[src/rtl/rtc_shadow_pkg.sv]
package rtc_shadow_pkg;

    localparam int DATA_W   = 32;
    localparam int ADDR_W   = 8;
    localparam int NUM_IRQ  = 5;
    localparam int NUM_LIVE = 3;

    typedef enum logic [ADDR_W-1:0] {
        OFF_BUSY   = 8'h04,
        OFF_SEC    = 8'h08,
        OFF_SHADOW = 8'h0C,
        OFF_MS     = 8'h10,
        OFF_AL0    = 8'h14,
        OFF_AL1    = 8'h18,
        OFF_MSAL   = 8'h1C,
        OFF_MASK   = 8'h28,
        OFF_STS    = 8'h2C
    } reg_off_e;

    typedef enum int {
        IRQ_SEC_A0  = 0,
        IRQ_SEC_A1  = 1,
        IRQ_MS_A    = 2,
        IRQ_SEC_CD  = 3,
        IRQ_MS_CD   = 4
    } irq_bit_e;

    typedef struct packed {
        logic              en;
        logic              wr;
        logic [ADDR_W-1:0] addr;
        logic [DATA_W-1:0] data;
    } bus_req_t;

    function automatic logic alarm_hit(input logic [DATA_W-1:0] alarm_val,
                                       input logic [DATA_W-1:0] cur_val);
        return (alarm_val != '0) && (alarm_val == cur_val);
    endfunction

endpackage

[src/rtl/rtc_time_core.sv]
module rtc_time_core
    import rtc_shadow_pkg::*;
#(
    parameter int TICKS_PER_MS = 32,
    parameter int MS_PER_SEC   = 1000,
    parameter int MS_W         = $clog2(MS_PER_SEC + 1)
) (
    input  logic              clk,
    input  logic              rst,
    input  logic              tick,
    input  logic              load_en,
    input  logic [DATA_W-1:0] load_val,
    output logic [DATA_W-1:0] run_sec,
    output logic [MS_W-1:0]   run_ms
);
    localparam int SUB_W = (TICKS_PER_MS > 1) ? $clog2(TICKS_PER_MS) : 1;

    logic [SUB_W-1:0] sub_q;
    logic             ms_step;
    logic             sec_step;

    assign ms_step  = tick && (sub_q == SUB_W'(TICKS_PER_MS - 1));
    assign sec_step = ms_step && (run_ms == MS_W'(MS_PER_SEC - 1));

    always_ff @(posedge clk) begin
        if (rst) begin
            sub_q   <= '0;
            run_ms  <= '0;
            run_sec <= '0;
        end else begin
            if (tick) begin
                sub_q <= ms_step ? '0 : sub_q + 1'b1;
            end
            if (ms_step) begin
                run_ms <= sec_step ? '0 : run_ms + 1'b1;
            end
            if (load_en) begin
                run_sec <= load_val;
            end else if (sec_step) begin
                run_sec <= run_sec + 1'b1;
            end
        end
    end

endmodule

[src/rtl/rtc_post_ctrl.sv]
module rtc_post_ctrl
    import rtc_shadow_pkg::*;
#(
    parameter int POST_TICKS  = 8,
    parameter int BUSY_CYCLES = 4,
    parameter int MS_W        = 10
) (
    input  logic              clk,
    input  logic              rst,
    input  logic              tick,
    input  logic [DATA_W-1:0] run_sec,
    input  logic [MS_W-1:0]   run_ms,
    output logic              busy,
    output logic [DATA_W-1:0] post_sec,
    output logic [MS_W-1:0]   post_ms
);
    localparam int PC_W = (POST_TICKS > 1) ? $clog2(POST_TICKS) : 1;
    localparam int BC_W = $clog2(BUSY_CYCLES + 1);

    logic [PC_W-1:0] pc_q;
    logic [BC_W-1:0] bcnt_q;
    logic            win_open;
    logic            win_last;

    assign win_open = tick && (pc_q == PC_W'(POST_TICKS - 1));
    assign win_last = (bcnt_q == BC_W'(1));
    assign busy     = (bcnt_q != '0);

    always_ff @(posedge clk) begin
        if (rst) begin
            pc_q     <= '0;
            bcnt_q   <= '0;
            post_sec <= '0;
            post_ms  <= '0;
        end else begin
            if (tick) begin
                pc_q <= win_open ? '0 : pc_q + 1'b1;
            end
            if (win_open) begin
                bcnt_q <= BC_W'(BUSY_CYCLES);
            end else if (busy) begin
                bcnt_q <= bcnt_q - 1'b1;
            end
            if (win_last) begin
                post_sec <= run_sec;
                post_ms  <= run_ms;
            end
        end
    end

endmodule

[src/rtl/rtc_irq_unit.sv]
module rtc_irq_unit
    import rtc_shadow_pkg::*;
#(
    parameter int MS_W = 10
) (
    input  logic                clk,
    input  logic                rst,
    input  logic                tick,
    input  logic [DATA_W-1:0]   run_sec,
    input  logic [MS_W-1:0]     run_ms,
    input  logic [DATA_W-1:0]   alarm0,
    input  logic [DATA_W-1:0]   alarm1,
    input  logic [MS_W-1:0]     ms_alarm,
    input  logic                mask_we,
    input  logic [NUM_IRQ-1:0]  mask_wdata,
    input  logic                clr_we,
    input  logic [NUM_LIVE-1:0] clr_bits,
    output logic [NUM_IRQ-1:0]  status,
    output logic [NUM_IRQ-1:0]  mask,
    output logic                irq
);
    logic [NUM_LIVE-1:0] hit;
    logic [NUM_LIVE-1:0] live_q;

    for (genvar i = 0; i < NUM_LIVE; i++) begin : g_src
        if (i == IRQ_SEC_A0) begin : g_a0
            assign hit[i] = alarm_hit(alarm0, run_sec);
        end else if (i == IRQ_SEC_A1) begin : g_a1
            assign hit[i] = alarm_hit(alarm1, run_sec);
        end else begin : g_ms
            assign hit[i] = alarm_hit(DATA_W'(ms_alarm), DATA_W'(run_ms));
        end

        always_ff @(posedge clk) begin
            if (rst) begin
                live_q[i] <= 1'b0;
            end else begin
                live_q[i] <= (live_q[i] & ~(clr_we & clr_bits[i])) | (tick & hit[i]);
            end
        end
    end

    assign status = NUM_IRQ'(live_q);

    always_ff @(posedge clk) begin
        if (rst) begin
            mask <= '0;
        end else if (mask_we) begin
            mask <= mask_wdata;
        end
    end

    assign irq = |(status & mask);

endmodule

[src/rtl/rtc_shadow.sv]
module rtc_shadow
    import rtc_shadow_pkg::*;
#(
    parameter int TICKS_PER_MS = 32,
    parameter int MS_PER_SEC   = 1000,
    parameter int POST_TICKS   = 8,
    parameter int BUSY_CYCLES  = 4
) (
    input  logic              clk,
    input  logic              rst,
    input  logic              tick_32k,
    input  logic              bus_en,
    input  logic              bus_wr,
    input  logic [ADDR_W-1:0] bus_addr,
    input  logic [DATA_W-1:0] bus_wdata,
    output logic [DATA_W-1:0] bus_rdata,
    output logic              irq,
    output logic              wr_reject
);
    localparam int MS_W = $clog2(MS_PER_SEC + 1);

    bus_req_t          req;
    logic              busy;
    logic [DATA_W-1:0] run_sec;
    logic [MS_W-1:0]   run_ms;
    logic [DATA_W-1:0] post_sec;
    logic [MS_W-1:0]   post_ms;
    logic [DATA_W-1:0] shadow_q;
    logic [DATA_W-1:0] alarm0_q;
    logic [DATA_W-1:0] alarm1_q;
    logic [MS_W-1:0]   msal_q;
    logic [NUM_IRQ-1:0] status;
    logic [NUM_IRQ-1:0] mask;
    logic              wr_ok;
    logic              wr_bad;
    logic              rd_go;
    logic              sec_load;
    logic              mask_we;
    logic              clr_we;
    logic [DATA_W-1:0] rd_mux;
    logic [DATA_W-1:0] rdata_q;
    logic              rej_q;

    assign req = '{en: bus_en, wr: bus_wr, addr: bus_addr, data: bus_wdata};

    assign wr_ok    = req.en && req.wr && !busy;
    assign wr_bad   = req.en && req.wr && busy;
    assign rd_go    = req.en && !req.wr;
    assign sec_load = wr_ok && (req.addr == OFF_SEC);
    assign mask_we  = wr_ok && (req.addr == OFF_MASK);
    assign clr_we   = wr_ok && (req.addr == OFF_STS);

    rtc_time_core #(
        .TICKS_PER_MS (TICKS_PER_MS),
        .MS_PER_SEC   (MS_PER_SEC),
        .MS_W         (MS_W)
    ) u_core (
        .clk      (clk),
        .rst      (rst),
        .tick     (tick_32k),
        .load_en  (sec_load),
        .load_val (req.data),
        .run_sec  (run_sec),
        .run_ms   (run_ms)
    );

    rtc_post_ctrl #(
        .POST_TICKS  (POST_TICKS),
        .BUSY_CYCLES (BUSY_CYCLES),
        .MS_W        (MS_W)
    ) u_post (
        .clk      (clk),
        .rst      (rst),
        .tick     (tick_32k),
        .run_sec  (run_sec),
        .run_ms   (run_ms),
        .busy     (busy),
        .post_sec (post_sec),
        .post_ms  (post_ms)
    );

    rtc_irq_unit #(
        .MS_W (MS_W)
    ) u_irq (
        .clk        (clk),
        .rst        (rst),
        .tick       (tick_32k),
        .run_sec    (run_sec),
        .run_ms     (run_ms),
        .alarm0     (alarm0_q),
        .alarm1     (alarm1_q),
        .ms_alarm   (msal_q),
        .mask_we    (mask_we),
        .mask_wdata (req.data[NUM_IRQ-1:0]),
        .clr_we     (clr_we),
        .clr_bits   (req.data[NUM_LIVE-1:0]),
        .status     (status),
        .mask       (mask),
        .irq        (irq)
    );

    always_comb begin
        case (req.addr)
            OFF_BUSY:   rd_mux = DATA_W'(busy);
            OFF_SEC:    rd_mux = post_sec;
            OFF_SHADOW: rd_mux = shadow_q;
            OFF_MS:     rd_mux = DATA_W'(post_ms);
            OFF_AL0:    rd_mux = alarm0_q;
            OFF_AL1:    rd_mux = alarm1_q;
            OFF_MSAL:   rd_mux = DATA_W'(msal_q);
            OFF_MASK:   rd_mux = DATA_W'(mask);
            OFF_STS:    rd_mux = DATA_W'(status);
            default:    rd_mux = '0;
        endcase
    end

    always_ff @(posedge clk) begin
        if (rst) begin
            rdata_q  <= '0;
            shadow_q <= '0;
            alarm0_q <= '0;
            alarm1_q <= '0;
            msal_q   <= '0;
            rej_q    <= 1'b0;
        end else begin
            if (rd_go) begin
                rdata_q <= rd_mux;
                if (req.addr == OFF_MS) begin
                    shadow_q <= post_sec;
                end
            end
            if (wr_bad) begin
                rej_q <= 1'b1;
            end
            if (wr_ok) begin
                case (req.addr)
                    OFF_AL0:  alarm0_q <= req.data;
                    OFF_AL1:  alarm1_q <= req.data;
                    OFF_MSAL: msal_q   <= req.data[MS_W-1:0];
                    default:  ;
                endcase
            end
        end
    end

    assign bus_rdata = rdata_q;
    assign wr_reject = rej_q;

endmodule

[config.mk]
export PLATFORM = sky130hd
export DESIGN_NAME = rtc_shadow
export DESIGN_NICKNAME = d
export VERILOG_FILES = /design/src/rtl/rtc_shadow_pkg.sv /design/src/rtl/rtc_time_core.sv /design/src/rtl/rtc_post_ctrl.sv /design/src/rtl/rtc_irq_unit.sv /design/src/rtl/rtc_shadow.sv
export SDC_FILE = /design/constraint.sdc
export NUM_CORES = 1
export LEC_CHECK = 0
export ABC_CLOCK_PERIOD_IN_PS = 5750
export BUFFER_PORTS_ARGS = -buffer_cell sky130_fd_sc_hd__buf_2
export CAP_MARGIN = 20
export CORE_MARGIN = 1.5
export CORE_UTILIZATION = 50
export DETAILED_ROUTE_END_ITERATION = 8
export PLACE_DENSITY = 0.67
export SKIP_CTS_REPAIR_TIMING = 1
export SLEW_MARGIN = 20
export SYNTH_ARGS = -nofsm -noshare
export SYNTH_HDL_FRONTEND = slang
export SYNTH_SLANG_ARGS = --single-unit
[constraint.sdc]
create_clock -name clk -period 5.75 [get_ports clk]
set_input_delay 0 -clock clk [delete_from_list [all_inputs] [get_ports clk]]
set_output_delay 0 -clock clk [all_outputs]
set_load 0.005 [all_outputs]
==> metrics.txt, run 1 <==
run status finished with violations; failing checks hold timing; CTS sink cnt 242; Root Driver clkbuf_16; Crit Path Category flop to flop; CP peak stage delay 0.49 ns; switching pwr 0.9170 mW; crit path time final 2.934 ns; CP Cell Sequence ha_1 -> and3_1 -> ha_1 -> and4_1 -> and3_1 -> buf_4 -> nand4_1 -> or3_1 -> a311oi_1; sequential power share 46.5%; vias in the first global route 9348; DIE HEIGHT 155.2 um; Worst Skew 0.01172 ns; DRC Markers 0; Worst-path clk slew 0.06 ns; syn_nets 1487; fin util 57.55%; gr usage total 28.75%; largest net degree at the start of global routing 126; Setup Total Neg Slack 0 ns; Nets 1515; worst path bufs/invs 1; CP top delay family simple AND/OR/NAND/NOR gates; DR WL/cell 20.18 um; TritonCTS clock tree done; fillers 2109; count of final max-slew check failures 0; Worst R2R End u_core.run_sec[19]; CP startpoint u_core.sub_q[0]; first-pass iteration count of the detailed router 7; Crit. End Element flop; r2r startpoint u_core.sub_q[0]; vias per cell 5.982; Rel. slew slack 24.83%; RSZ-0062 raised after global routing false; combinational share of power 8.6%; Seq/Total Area, Yosys 41.82%; number of synthesized flops with an enable pin 0; Placer Congestion 0.9298; Pint 2.775 mW; Worst Setup Start Kind flop; Cell variety after synth 63; Die W 155.2 um; Hold Vio Cnt, Final 1; Final Cycle Share 51.03%; clock network power share 44.9%; synthesized cell area 0.01158 sq mm; worst path required time 6.20 ns; FF-to-FF path depth 9; Fmax achieved 0.3408 GHz; CTS buffer count 25; YS warnings 0; row count 55; first-pass GRT wire length 53850 um; crit path capture u_core.run_sec[19]; DRT iter0 DRCs 1150; Power Dens Cells 282.5 mW/mm^2; worst hold path type input pin to flop; Syn Area/Cell 8.084 sq um; Clock Latency Late Sink 0.54 ns; commonest non-fill, non-tap cell in the layout nand2_1; port bufs 78; reg2reg setup slack 2.82 ns; Placed Area 0.01183 sq mm; Initial Util 51.01%; switching share of power 24.84%; total grt overflow 0; Critical Path Stages 9; Critical Path AT 3.39 ns; synth-to-layout area growth 12.82%; Synth Instances 1433; Core ar. 0.02271 sq mm; Routed Antenna Nets 0; Via Count 10546; Total Wirelength 35580 um; ant diodes 0; FFs w/ async S/R, synth 0%; Pleak 4.721 nW; total I/O pin count 79; cell area after layout 0.01307 sq mm; initial antenna violation count 0; most frequent cells in the layout nand2_1, dfxtp_1, a21oi_1, nor2_1, buf_2; Clock Path Buffers 3; CP Max Fanout 15; synthesis-stage register bit count 242; ys flop type dfxtp_1; Worst Hold Margin -0.01718 ns; critical path's slowest cell and3_1; die area 0.02409 sq mm; Slew @ Worst Pin 1.127 ns; H-tree depth 1; Max-Cap Viols 0; layout cells sized above 1 10.69%; VDD IR max 210.7 uV; setup violators final 0; HPWL after detailed placement 24820 um
## worst min-delay path by stage
| stage | depth (start not counted) | to | slack, ns | from |
|---|---|---|---|---|
| finish | 4 | bus_rdata[1] | -0.02 | bus_addr[5] |
| global route | 4 | bus_rdata[1] | 0.01 | bus_addr[5] |
| CTS | 3 | alarm1_q[27] | -0.28 | bus_wdata[27] |
| detailed placement | 3 | alarm0_q[27] | 0.28 | bus_wdata[27] |
| global placement | 3 | alarm0_q[27] | 0.27 | bus_wdata[27] |
| floorplan | 2 | alarm1_q[13] | 0.14 | bus_wdata[13] |
## cell usage after synthesis (all sizes together), types with 2 or more instances
| library cell | number | area (sq um) |
|---|---|---|
| a211oi | 32 | 240.2 |
| a21o | 3 | 22.52 |
| a21oi | 177 | 885.9 |
| a221oi | 3 | 26.28 |
| a222oi | 7 | 70.07 |
| a22o | 7 | 61.31 |
| a22oi | 31 | 232.7 |
| a311oi | 24 | 210.2 |
| a32o | 4 | 40.04 |
| and2 | 6 | 37.54 |
| and3 | 11 | 68.82 |
| and4 | 11 | 97.59 |
| buf | 57 | 346.6 |
| clkbuf | 67 | 251.5 |
| dfxtp | 242 | 4845 |
| ha | 9 | 112.6 |
| inv | 7 | 26.28 |
| mux2 | 2 | 22.52 |
| mux2i | 19 | 190.2 |
| nand2 | 345 | 1313 |
| nand2b | 5 | 31.28 |
| nand3 | 19 | 95.09 |
| nand3b | 5 | 37.54 |
| nand4 | 34 | 234.0 |
| nor2 | 96 | 391.6 |
| nor2b | 6 | 37.54 |
| nor3 | 16 | 85.08 |
| nor3b | 4 | 35.03 |
| nor4 | 38 | 301.5 |
| nor4b | 2 | 38.78 |
| o21ai | 13 | 65.06 |
| o22ai | 3 | 18.77 |
| o2bb2ai | 2 | 17.52 |
| o32ai | 2 | 17.52 |
| or3 | 6 | 37.54 |
| or4b | 2 | 20.02 |
| xnor2 | 51 | 446.7 |
| xor2 | 56 | 490.5 |
## area by class of cell
class                   instances  area, sq um  area share, %
clock buffers                  33        685.7          5.246
clock inverters                11        145.1          1.110
inverters                       7        26.28         0.2010
multi-input cells            1060         6142          46.99
flip-flops and latches        242         4845          37.07
well taps                     285        356.6          2.728
repair buffers                125        869.6          6.653
## metrics by stage
step           total power, mW  setup slack, ns  std cells
6_report                 3.692            2.816       1763
5_1_grt                  3.812            2.521       1763
4_1_cts                  3.694            2.826       1725
3_5_place_dp             2.046            2.625       1681
3_3_place_gp             2.043            2.762       1680
2_1_floorplan            1.945            3.565       1433
## power by group through the flow
stage          logic [mW]  registers, mW  clock network [mW]
6_report            0.319           1.72                1.66
5_1_grt             0.346           1.72                1.75
4_1_cts             0.293           1.72                1.68
3_5_place_dp        0.291           1.75                   0
3_3_place_gp        0.289           1.75                   0
2_1_floorplan       0.194           1.75                   0
## flip-flops by register name (all words and copies together) (netlist names)
register / count
wr_reject: 1
msal_q: 10
u_irq.mask: 5
u_core.run_sec: 32
u_post.pc_q: 3
u_irq.status: 3
bus_rdata: 32
u_core.run_ms: 10
u_post.post_ms: 10
shadow_q: 32
u_core.sub_q: 5
alarm0_q: 32
alarm1_q: 32
u_post.post_sec: 32
u_post.bcnt_q: 3
## routing by layer
| metal | global-route usage (%) | vias up | part of all wire (%) |
|---|---|---|---|
| met1 | 44.07 | 4924 | 46 |
| met2 | 40.40 | 513 | 41 |
| met4 | 8.299 | 0 | 2.3 |
| met3 | 5.682 | 53 | 10 |
| li1 | - | 5056 | - |
| met5 | 0 | - | 0 |
## worst min-delay path, stage by stage
cell and delay, ns:
buf_2 0.18, o21ai_0 0.11, nand3_1 0.08, a32oi_1 0.09
## kinds of logic (layout without fill, tap and decap cells)
family / Yosys count / after routing / share of synthesized area [%]
adder cells (fa/ha/maj): 9 / 9 / 0.9720
multiplexers: 21 / 21 / 1.836
AO/OA/AOI/OAI: 314 / 314 / 16.90
buffers and inverters: 131 / 176 / 5.389
XOR/XNOR: 107 / 107 / 8.089
flip-flops: 242 / 242 / 41.82
AND/OR/NAND/NOR: 609 / 609 / 24.99
Power figures use the tool's default switching activity.
==> run 2: changes to the inputs <==
- ABC_AREA: not set -> 1
- ABC_CLOCK_PERIOD_IN_PS: 5750 -> 2730
- clock period: 5.75 -> 2.73 ns (I/O delays scaled with it)
==> run 2 against run 1 <==
  * The run now ends clean
  * Sequential share of layout area fell by 2.8 points
  * Largest cell class unchanged
  * Clock skew down 0.0044 ns
  * Via count rose by 23%
  * Design area increased by 8.2%
  * Synthesized cell count up 32%
  * Clock power rose by 140%
  * Die area up 5.9%
  * Largest power group unchanged
  * Routed wire length is 21% higher
  * Sequential power is 130% higher
==> metrics.txt, run 2 <==
run status finished, final reports clean (was finished with violations); Power Dens Cells 620.1 mW/mm^2 (was 282.5 mW/mm^2); Total Wirelength 43000 um (was 35580 um); CP peak stage delay 0.40 ns (was 0.49 ns); worst path bufs/invs 2 (was 1); Synth Instances 1896 (was 1433); total I/O pin count 79 (unchanged); Routed Antenna Nets 0 (unchanged); Crit Path Category flop to flop (unchanged); dpl cells 2227 (was 1681); multi-input logic area 0.006291 sq mm (was 0.006142 sq mm); Worst Skew 0.007331 ns (was 0.01172 ns); first-pass iteration count of the detailed router 6 (was 7); Simple-Gate Fraction of Synth Area 30.04% (was 24.99%); Via Count 12951 (was 10546); DRC Markers 0 (unchanged); WL met2 17850 um (was 14730 um); post-synth top area cell dfxtp_1 (unchanged); Core ar. 0.02418 sq mm (was 0.02271 sq mm); CTS buffer count 27 (was 25); CP top delay family simple AND/OR/NAND/NOR gates (unchanged); CP startpoint u_core.sub_q[0] (unchanged); most frequent cells in the layout nand2_1, dfxtp_1, nor2_1, o21ai_0, a21oi_1 (was nand2_1, dfxtp_1, a21oi_1, nor2_1, buf_2); Final Cycle Share 82.52% (was 51.03%); CP Max Fanout 16 (was 15); Placer Congestion 0.9797 (was 0.9298); syn_nets 1950 (was 1487); crit path time final 2.253 ns (was 2.934 ns); Seq/Total Area, Yosys 39.45% (was 41.82%); FF-to-FF path depth 12 (was 9); clock network power share 45.0% (was 44.9%); Rel. slew slack 31.17% (was 24.83%); post-synth top area share 39.45% (was 41.82%); DR WL/cell 18.61 um (was 20.18 um); DRT iter0 DRCs 1759 (was 1150); DIE HEIGHT 159.7 um (was 155.2 um); Syn Area/Cell 6.478 sq um (was 8.084 sq um); worst hold path type input pin to flop (unchanged); met3 routed WL 4881 um (was 3697 um); count of final max-slew check failures 0 (unchanged); HPWL after detailed placement 30820 um (was 24820 um); H-tree depth 1 (unchanged); Critical Path AT 2.74 ns (was 3.39 ns); number of synthesized flops with an enable pin 0 (unchanged); FFs w/ async S/R, synth 0% (unchanged); register area 0.004845 sq mm (unchanged); Post-synth top cells nand2_1, dfxtp_1, nor2_1 (was nand2_1, dfxtp_1, a21oi_1); crit path capture u_core.run_sec[12] (was u_core.run_sec[19]); setup violators final 0 (unchanged); RSZ-0062 raised after global routing false (unchanged); port bufs 78 (unchanged); Worst Setup Start Kind flop (unchanged); Root Driver clkbuf_16 (unchanged); ant diodes 0 (unchanged); fillers 2416 (was 2109); switching pwr 2.282 mW (was 0.9170 mW); CTS sink cnt 242 (unchanged); critical path's slowest cell nor2_4 (was and3_1); multiplexer area fraction after synthesis 0% (was 1.836%); layout cells sized above 1 8.661% (was 10.69%); sequential power share 45.5% (was 46.5%); Max-Cap Viols 0 (unchanged); Pint 6.484 mW (was 2.775 mW); CP Cell Sequence ha_1 -> inv_1 -> nor2_1 -> ha_1 -> nand2_1 -> nor2_1 -> nand3_2 -> nor2_4 -> nand3_1 -> o211ai_1 -> nand2_1 -> inv_1 (was ha_1 -> and3_1 -> ha_1 -> and4_1 -> and3_1 -> buf_4 -> nand4_1 -> or3_1 -> a311oi_1); initial antenna violation count 0 (unchanged); Setup Total Neg Slack 0 ns (unchanged); Initial Util 50.80% (was 51.01%); Worst R2R End u_core.run_sec[12] (was u_core.run_sec[19]); vias per cell 5.606 (was 5.982); YS warnings 0 (unchanged); combinational share of power 9.5% (was 8.6%); synthesized cell area 0.01228 sq mm (was 0.01158 sq mm); Die W 159.7 um (was 155.2 um); count leader, synth nand2_1 (unchanged); Clock Path Buffers 3 (unchanged); Cell variety after synth 36 (was 63); total grt overflow 0 (unchanged); VDD IR max 397.3 uV (was 210.7 uV); synth-to-layout area growth 15.11% (was 12.82%); Crit. End Element flop (unchanged); die area 0.02551 sq mm (was 0.02409 sq mm); first-pass GRT wire length 66520 um (was 53850 um); Critical Path Stages 12 (was 9); synthesis-stage register bit count 242 (unchanged); Clock Latency Late Sink 0.54 ns (about the same); commonest non-fill, non-tap cell in the layout nand2_1 (unchanged); Fmax achieved 0.4439 GHz (was 0.3408 GHz); reg2reg setup slack 0.48 ns (was 2.82 ns); largest family of logic cells by synthesized area simple AND/OR/NAND/NOR gates (unchanged); ys flop type dfxtp_1 (unchanged); vias in the first global route 11540 (was 9348); Hold Vio Cnt, Final 0 (was 1); Slew @ Worst Pin 1.026 ns (was 1.127 ns); Pleak 5.894 nW (was 4.721 nW); Nets 2021 (was 1515); hold depth 6 (was 4); fraction of synthesized cell area in xor and xnor cells 2.496% (was 8.089%); highest metal used met4 (unchanged); worst path required time 3.22 ns (was 6.20 ns); Worst-path clk slew 0.06 ns (about the same); TritonCTS clock tree done (unchanged); met1 wire length 19220 um (was 16340 um); Adder-Cell Fraction of Synth Area 0.9169% (was 0.9720%); row count 57 (was 55); r2r startpoint u_core.sub_q[0] (unchanged); fin cells 2310 (was 1763); largest cells by area after synthesis dfxtp_1, nand2_1, o21ai_0 (was dfxtp_1, nand2_1, a21oi_1); gr usage total 33.20% (was 28.75%); switching share of power 26.04% (was 24.84%); Synth Area in Compound Gates 17.73% (was 16.90%); largest net degree at the start of global routing 85 (was 126)
-- run 2: cell types whose count changed after synthesis, sizes merged, moves of 30 or more --
cell,change
a211oi,-30
a22oi,-31
inv,+187
nand2,+157
nand3,+99
nor2,+140
nor4,-38
o21ai,+202
xnor2,-30
xor2,-42
-- run 2: final cells by class --
| type | count | share of cell area [%] |
|---|---|---|
| inverters | 196 | 5.231 |
| multi-input cells | 1368 | 44.50 |
| well taps | 324 | 2.868 |
| flip-flops and latches | 242 | 34.27 |
| clock buffers | 36 | 5.372 |
| clock inverters | 12 | 1.336 |
| repair buffers | 132 | 6.425 |
-- run 2: logic make-up (layout without fill, tap and decap cells) --
kind of cell / count (synthesis) / in the layout
AO/OA/AOI/OAI: 428 / 428
buffers and inverters: 286 / 376
flip-flops: 242 / 242
XOR/XNOR: 35 / 35
AND/OR/NAND/NOR: 896 / 896
adder cells (fa/ha/maj): 9 / 9
-- run 2: worst min-delay path by stage --
stage / start / to
after global placement: bus_wdata[24] / alarm1_q[24]
after floorplan: bus_wdata[4] / u_core.run_sec[4]
after detailed placement: bus_wdata[24] / alarm1_q[24]
final: bus_addr[5] / u_irq.status[0]
after CTS: bus_wdata[24] / alarm1_q[24]
after global routing: bus_addr[5] / u_irq.status[1]
-- run 2: power groups by stage --
stage	combinational, mW	clock [mW]	sequential [mW]
after CTS	0.773	3.96	3.98
after global routing	0.928	4.12	4.02
after global placement	0.746	0	4.05
after floorplan	0.525	0	3.99
final	0.829	3.95	3.99
after detailed placement	0.765	0	4.05
-- run 2: per-layer routing --
layer	up-vias	global-route usage (%)
li1	6260	-
met2	694	47.50
met4	0	9.391
met5	-	0
met1	5927	50.15
met3	70	6.494
-- run 2: per-stage QoR --
stage | total power [mW] | hold WS (ns) | utilization [%] | worst slack (ns) | area, sq um
3_5_place_dp | 4.818 | 0.3085 | 53.10 | 0.5645 | 12840
5_1_grt | 9.064 | 0.08574 | 58.47 | 0.2271 | 14140
6_report | 8.766 | 0.03545 | 58.47 | 0.4772 | 14140
3_3_place_gp | 4.796 | 0.3082 | 53.10 | 0.6234 | 12840
2_1_floorplan | 4.516 | 0.1517 | - | 0.8205 | 12280
4_1_cts | 8.713 | -0.2529 | 57.03 | 0.5021 | 13790
-- run 2: tightest hold or removal path, stage by stage --
cell     delay (ns)
buf_2          0.11
nand2_1        0.07
nor2_2         0.08
nand4_1        0.10
nand2_1        0.05
a21oi_1        0.12
